File: src/rtl/pit_lite.sv
module pit_lite #(
  parameter int BYTE_W = 8
) (
  input  logic              clk,
  input  logic              rst_n,
  input  logic              tick,
  input  logic              wr_en,
  input  logic [1:0]        wr_port,
  input  logic [BYTE_W-1:0] wr_data,
  output logic [BYTE_W-1:0] rd_status,
  output logic [BYTE_W-1:0] c0_status,
  output logic              cmd_err
);
  localparam int           CNT_W   = 2 * BYTE_W;
  localparam logic [1:0]   P_D0    = 2'd0;
  localparam logic [1:0]   P_D2    = 2'd1;
  localparam logic [1:0]   P_CTL   = 2'd2;
  localparam logic [BYTE_W-1:0] ST_DONE = BYTE_W'(8'h20);
  localparam logic [CNT_W:0] FULL  = (CNT_W+1)'(1) << CNT_W;
  localparam logic [CNT_W:0] ONE   = (CNT_W+1)'(1);

  logic              pend_q;
  logic [BYTE_W-1:0] lo_q;
  logic [BYTE_W-1:0] stat [2];

  wire ctl_wr  = wr_en && (wr_port == P_CTL);
  wire fmt_ok  = (wr_data[5:4] == 2'b11);
  wire sel_ok  = (wr_data[7:6] == 2'd0) || (wr_data[7:6] == 2'd2);
  wire data_wr = wr_en && ((wr_port == P_D0) || (wr_port == P_D2));

  always_ff @(posedge clk) begin
    if (!rst_n) begin
      cmd_err <= 1'b0;
      pend_q  <= 1'b0;
      lo_q    <= '0;
    end else begin
      cmd_err <= ctl_wr && !(fmt_ok && sel_ok);
      if (data_wr) begin
        pend_q <= !pend_q;
        if (!pend_q) lo_q <= wr_data;
      end
    end
  end

  for (genvar i = 0; i < 2; i++) begin : g_ctr
    localparam logic [1:0] DPORT = (i == 0) ? P_D0 : P_D2;
    localparam logic [1:0] SEL   = (i == 0) ? 2'd0 : 2'd2;

    logic [2:0]        mode_q;
    logic              run_q;
    logic [CNT_W-1:0]  rel_q;
    logic [CNT_W:0]    cnt_q;
    logic [BYTE_W-1:0] st_q;

    wire              load    = wr_en && (wr_port == DPORT) && pend_q;
    wire              mode_wr = ctl_wr && fmt_ok && (wr_data[7:6] == SEL);
    wire [CNT_W-1:0]  new_val = {wr_data, lo_q};
    wire [CNT_W:0]    new_cnt = (new_val == '0) ? FULL : {1'b0, new_val};
    wire [CNT_W:0]    rel_cnt = (rel_q == '0) ? FULL : {1'b0, rel_q};

    always_ff @(posedge clk) begin
      if (!rst_n) begin
        mode_q <= '0;
        run_q  <= 1'b0;
        rel_q  <= '0;
        cnt_q  <= '0;
        st_q   <= '0;
      end else begin
        if (mode_wr) mode_q <= wr_data[3:1];
        if (load) begin
          rel_q <= new_val;
          cnt_q <= new_cnt;
          run_q <= 1'b1;
          st_q  <= '0;
        end else if (run_q && tick) begin
          if (cnt_q == ONE) begin
            if (mode_q == 3'd0) begin
              run_q <= 1'b0;
              st_q  <= ST_DONE;
              cnt_q <= '0;
            end else begin
              cnt_q <= rel_cnt;
            end
          end else begin
            cnt_q <= cnt_q - ONE;
          end
        end
      end
    end

    assign stat[i] = st_q;
  end

  assign rd_status = stat[1];
  assign c0_status = stat[0];
endmodule


File: config.mk
export PLATFORM = sky130hd
export DESIGN_NAME = pit_lite
export DESIGN_NICKNAME = d
export VERILOG_FILES = /design/src/rtl/pit_lite.sv
export SDC_FILE = /design/constraint.sdc
export NUM_CORES = 1
export LEC_CHECK = 0
export BUFFER_PORTS_ARGS = -buffer_cell sky130_fd_sc_hd__buf_2
export CAP_MARGIN = 25
export CORE_MARGIN = 5
export CORE_UTILIZATION = 25
export DETAILED_ROUTE_END_ITERATION = 8
export PLACE_DENSITY_LB_ADDON = 0.1
export SYNTH_ARGS = -nofsm -noshare
export SYNTH_HDL_FRONTEND = slang
export SYNTH_SLANG_ARGS = --single-unit
export TNS_END_PERCENT = 30
File: constraint.sdc
create_clock -name clk -period 3.4 [get_ports clk]
set_clock_uncertainty 0.05 [all_clocks]
set_input_delay 0.17 -clock clk [delete_from_list [all_inputs] [get_ports clk]]
set_output_delay 0.17 -clock clk [all_outputs]
set_load 0.005 [all_outputs]
==> summary.md <==
| Metric | Value |
|---|---|
| GRT Total Usage | `0.1443` |
| Post-synthesis mux area share | `0.03541` |
| Final WS setup | `about 0.77 ns` |
| Period minus WS final | `roughly 2.6 ns` |
| Fillers | `approximately 2,000` |
| RD Place Congestion | `around 0.86` |
| Core area | `roughly 0.018 mm2` |
| Post-layout nets | `approximately 600` |
| Pin count of the biggest net entering global routing | `between 50 and 60` |
| Crit-path slowest cell | `or4_4` |
| Critical path class | `flop to flop` |
| Ant. Diodes | `0` |
| Sequential fraction of the synthesis area | `0.3806` |
| Area after DPL | `a little under 0.005 mm2` |
| WL/cell | `18.08 um` |
| Comb pwr share | `0.100` |
| Crit path arrival time | `around 2.8 ns` |
| H-Tree Level Count | `3` |
| Clock Power Share | `0.460` |
| Pwr Density | `between 400 and 500 mW/mm2` |
| Post-synth EDFFs | `0` |
| Post-Syn Area per Cell | `just under 8 um2` |
| CP max FO | `10` |
| Post-Synth Simple-Gate Area | `0.2769` |
| Post-CTS Setup Bufs | `0` |
| Vias | `~4,200` |
| Gate Count Post-Synth | `about 580` |
| Max-cap violations | `0` |
| Remaining global-route overflow | `0` |
| Crit-path max cell delay | `0.60 ns` |
| IO Port Bufs | `16` |
| DR vias/cell | `5.176` |
| CP required | `roughly 3.6 ns` |
| Placed insts | `approximately 800` |
| Die height | `144.5 um` |
| Final hold viol count | `0` |
| Design area | `a little over 0.005 mm2` |
| DP Worst Slack | `0.8111 ns` |
| DP HPWL | `about 11 mm` |
| Startpoint types | `flop` |
| Clk root buf | `clkbuf_16` |
| Element type at the critical path end | `flop` |
| Mapped Area | `between 0.004 and 0.005 mm2` |
| Internal power | `~0.0018 W` |
| Worst skew pair latency | `~0.34 ns` |
| Synth warnings | `0` |
| IO Pins | `31` |
| Cell leakage power | `around 1.9 nW` |
| CTS clk-pin slew, worst paths | `about 0.070 ns` |
| Synth cell types | `63` |
| Switching Share | `0.2542` |
| Pwr Total | `approximately 0.0024 W` |
| Final Max Tran Viols | `0` |
| Die W | `roughly 140 um` |
| First-pass GRT wire length | `23.33 mm` |
| ANT nets after route | `0` |
| Die Area | `0.02088 mm2` |
| Cell Rows | `between 40 and 50` |
| Initial antenna violation count | `0` |
| Total wire length | `about 15 mm` |
| Area growth from synthesis to layout | `13.44%` |
| Final setup viols | `0` |
| Ys flop type | `dfxtp_1` |
| Share of layout cells above drive strength 1 | `0.1036` |
| Main combinational cell family by area after synthesis | `simple AND/OR/NAND/NOR gates` |
| Transition time of the tightest slew-check pin | `~0.98 ns` |
| Maximum VDD drop | `between 0.15 and 0.2 mV` |
| Synth Area in Compound Gates | `0.1994` |
| Maximum clock frequency | `roughly 380 MHz` |
| Synth Register Bits | `86` |
| Layout Cells excl Fill | `818` |
| Min-delay worst type | `primary input to flop` |
| Status | `finished clean` |
| Cts hold-fix bufs | `0` |
| Post-CTS resize count | `0` |
| DR DRC count | `0` |
| XOR/XNOR Fraction of Synth Area | `0.03679` |
| Sequential power share | `0.439` |
| Clock sinks | `86` |
| Worst rel slew slack | `0.3438` |
| Cell Chain, Critical Path | `ha_1 > or4b_4 > or4_4 > nor3_4 > a21oi_1 > a211oi_1` |
| Initial Utilization | `0.2527` |
| CTS Buf Count | `9` |
| Async SR Flop Fraction | `0` |
| Vias in the first global route | `approximately 4,200` |
| Drt pass-1 iters | `5` |
| Synth Area in Adders | `0.01107` |
| Setup TNS | `0 ns` |
| Net Sw Power | `0.0006081 W` |
| DRT iter0 DRCs | `270` |
| CTS tree | `yes` |
| Clock tree buffer depth | `2` |
| RSZ-0062 raised after global routing | `no` |
| Final Cycle Share | `0.7725` |
==> stage by stage <==
stage / hold slack, ns / util
floorplan: 0.2560 / -
global placement: 0.4093 / 0.2685
finish: 0.09782 / 0.2866
CTS: 0.08615 / 0.2866
global route: 0.1149 / 0.2866
detailed placement: 0.4192 / 0.2685
==> cells in the mapped netlist (8+ instances only) <==
master,instances,area (um2)
nand3_1,11,55.05
nor4_1,18,112.6
buf_4,14,105.1
xnor2_1,11,96.34
mux2i_1,16,160.2
nor3_1,14,70.07
nand2_1,108,405.4
nand4_1,10,62.56
nor2_1,45,168.9
a21oi_1,64,320.3
clkbuf_1,27,101.4
dfxtp_1,86,1722
xor2_1,8,70.07
a31oi_1,8,50.05
o21ai_0,34,170.2
a211oi_1,12,90.09
==> kinds of logic (layout without fill, tap and decap cells) <==
logic type | count (synthesis) | in the layout
AOI/OAI and AO/OA | 150 | 150
DFF | 86 | 86
other | 1 | 14
muxes | 16 | 16
buffers and inverters | 53 | 51
xor gates and xnor gates | 19 | 19
and+or+nand+nor | 249 | 249
adders and majority gates | 4 | 4
==> state kept, by name, indices dropped and copies added (netlist names) <==
register and flops:
pend_q 1, cmd_err 1, c0_status 1, g_ctr.run_q 2, rd_status 1, g_ctr.cnt_q 34
g_ctr.rel_q 32, lo_q 8, g_ctr.mode_q 6
==> final cells by class <==
cell class,instances,area [um2],area share
Clock buffer,11,242.7,0.04731
Multi-Input combinational cell,452,2599,0.5065
Clock inverter,5,81.33,0.01585
Sequential cell,86,1722,0.3355
Tap cell,229,286.5,0.05584
Timing Repair Buffer,29,177.7,0.03463
Inverter,6,22.52,0.004389
==> power groups by stage <==
| stage | Sequential (W) | Clock, W | Combinational, W |
|---|---|---|---|
| 4_1_cts | 0.00105 | 0.00113 | 0.000240 |
| 2_1_floorplan | 0.00106 | 0 | 0.000182 |
| 3_3_place_gp | 0.00107 | 0 | 0.000240 |
| 3_5_place_dp | 0.00107 | 0 | 0.000239 |
| 5_1_grt | 0.00105 | 0.00116 | 0.000265 |
| 6_report | 0.00105 | 0.00110 | 0.000240 |
==> final timing paths <==
check / from / to / slack (ns) / cells after the start
max: g_ctr[1].cnt_q[0] / g_ctr[1].cnt_q[4] / 0.77 / 6
max reg2reg: g_ctr[1].cnt_q[0] / g_ctr[1].cnt_q[4] / 0.77 / 6
min reg2reg: g_ctr[0].rel_q[10] / g_ctr[0].rel_q[10] / 0.42 / 2
min: wr_data[6] / g_ctr[0].rel_q[14] / 0.1 / 3
==> layout by cell type, fill, tap and decap left out, drive strengths merged, types with 8 or more instances in the layout <==
cell	n
dfxtp	86
a31oi	8
nor2	45
buf	29
a21oi	64
conb	14
o21ai	34
xor2	8
nand2	108
mux2i	16
a211oi	12
nor4	21
clkbuf	11
xnor2	11
nand4	10
nand3	11
nor3	15
==> worst max-delay path, delay by kind of cell, from the launching register on <==
| kind | cells | cell delay, ns |
|---|---|---|
| flip-flops | 1 | 0.40 |
| adder cells (fa/ha/maj) | 1 | 0.16 |
| AND/OR/NAND/NOR | 3 | 1.52 |
| AO/OA/AOI/OAI | 2 | 0.39 |
==> per-layer routing <==
layer / GRT usage / vias up / part of all wire
li1: - / 2071 / -
met1: 0.2087 / 2041 / 0.50
met2: 0.2197 / 106 / 0.45
met3: 0.01620 / 16 / 0.038
met4: 0.05547 / 0 / 0.017
met5: 0 / - / 0
No activity file was read; power rests on OpenSTA's default activity.
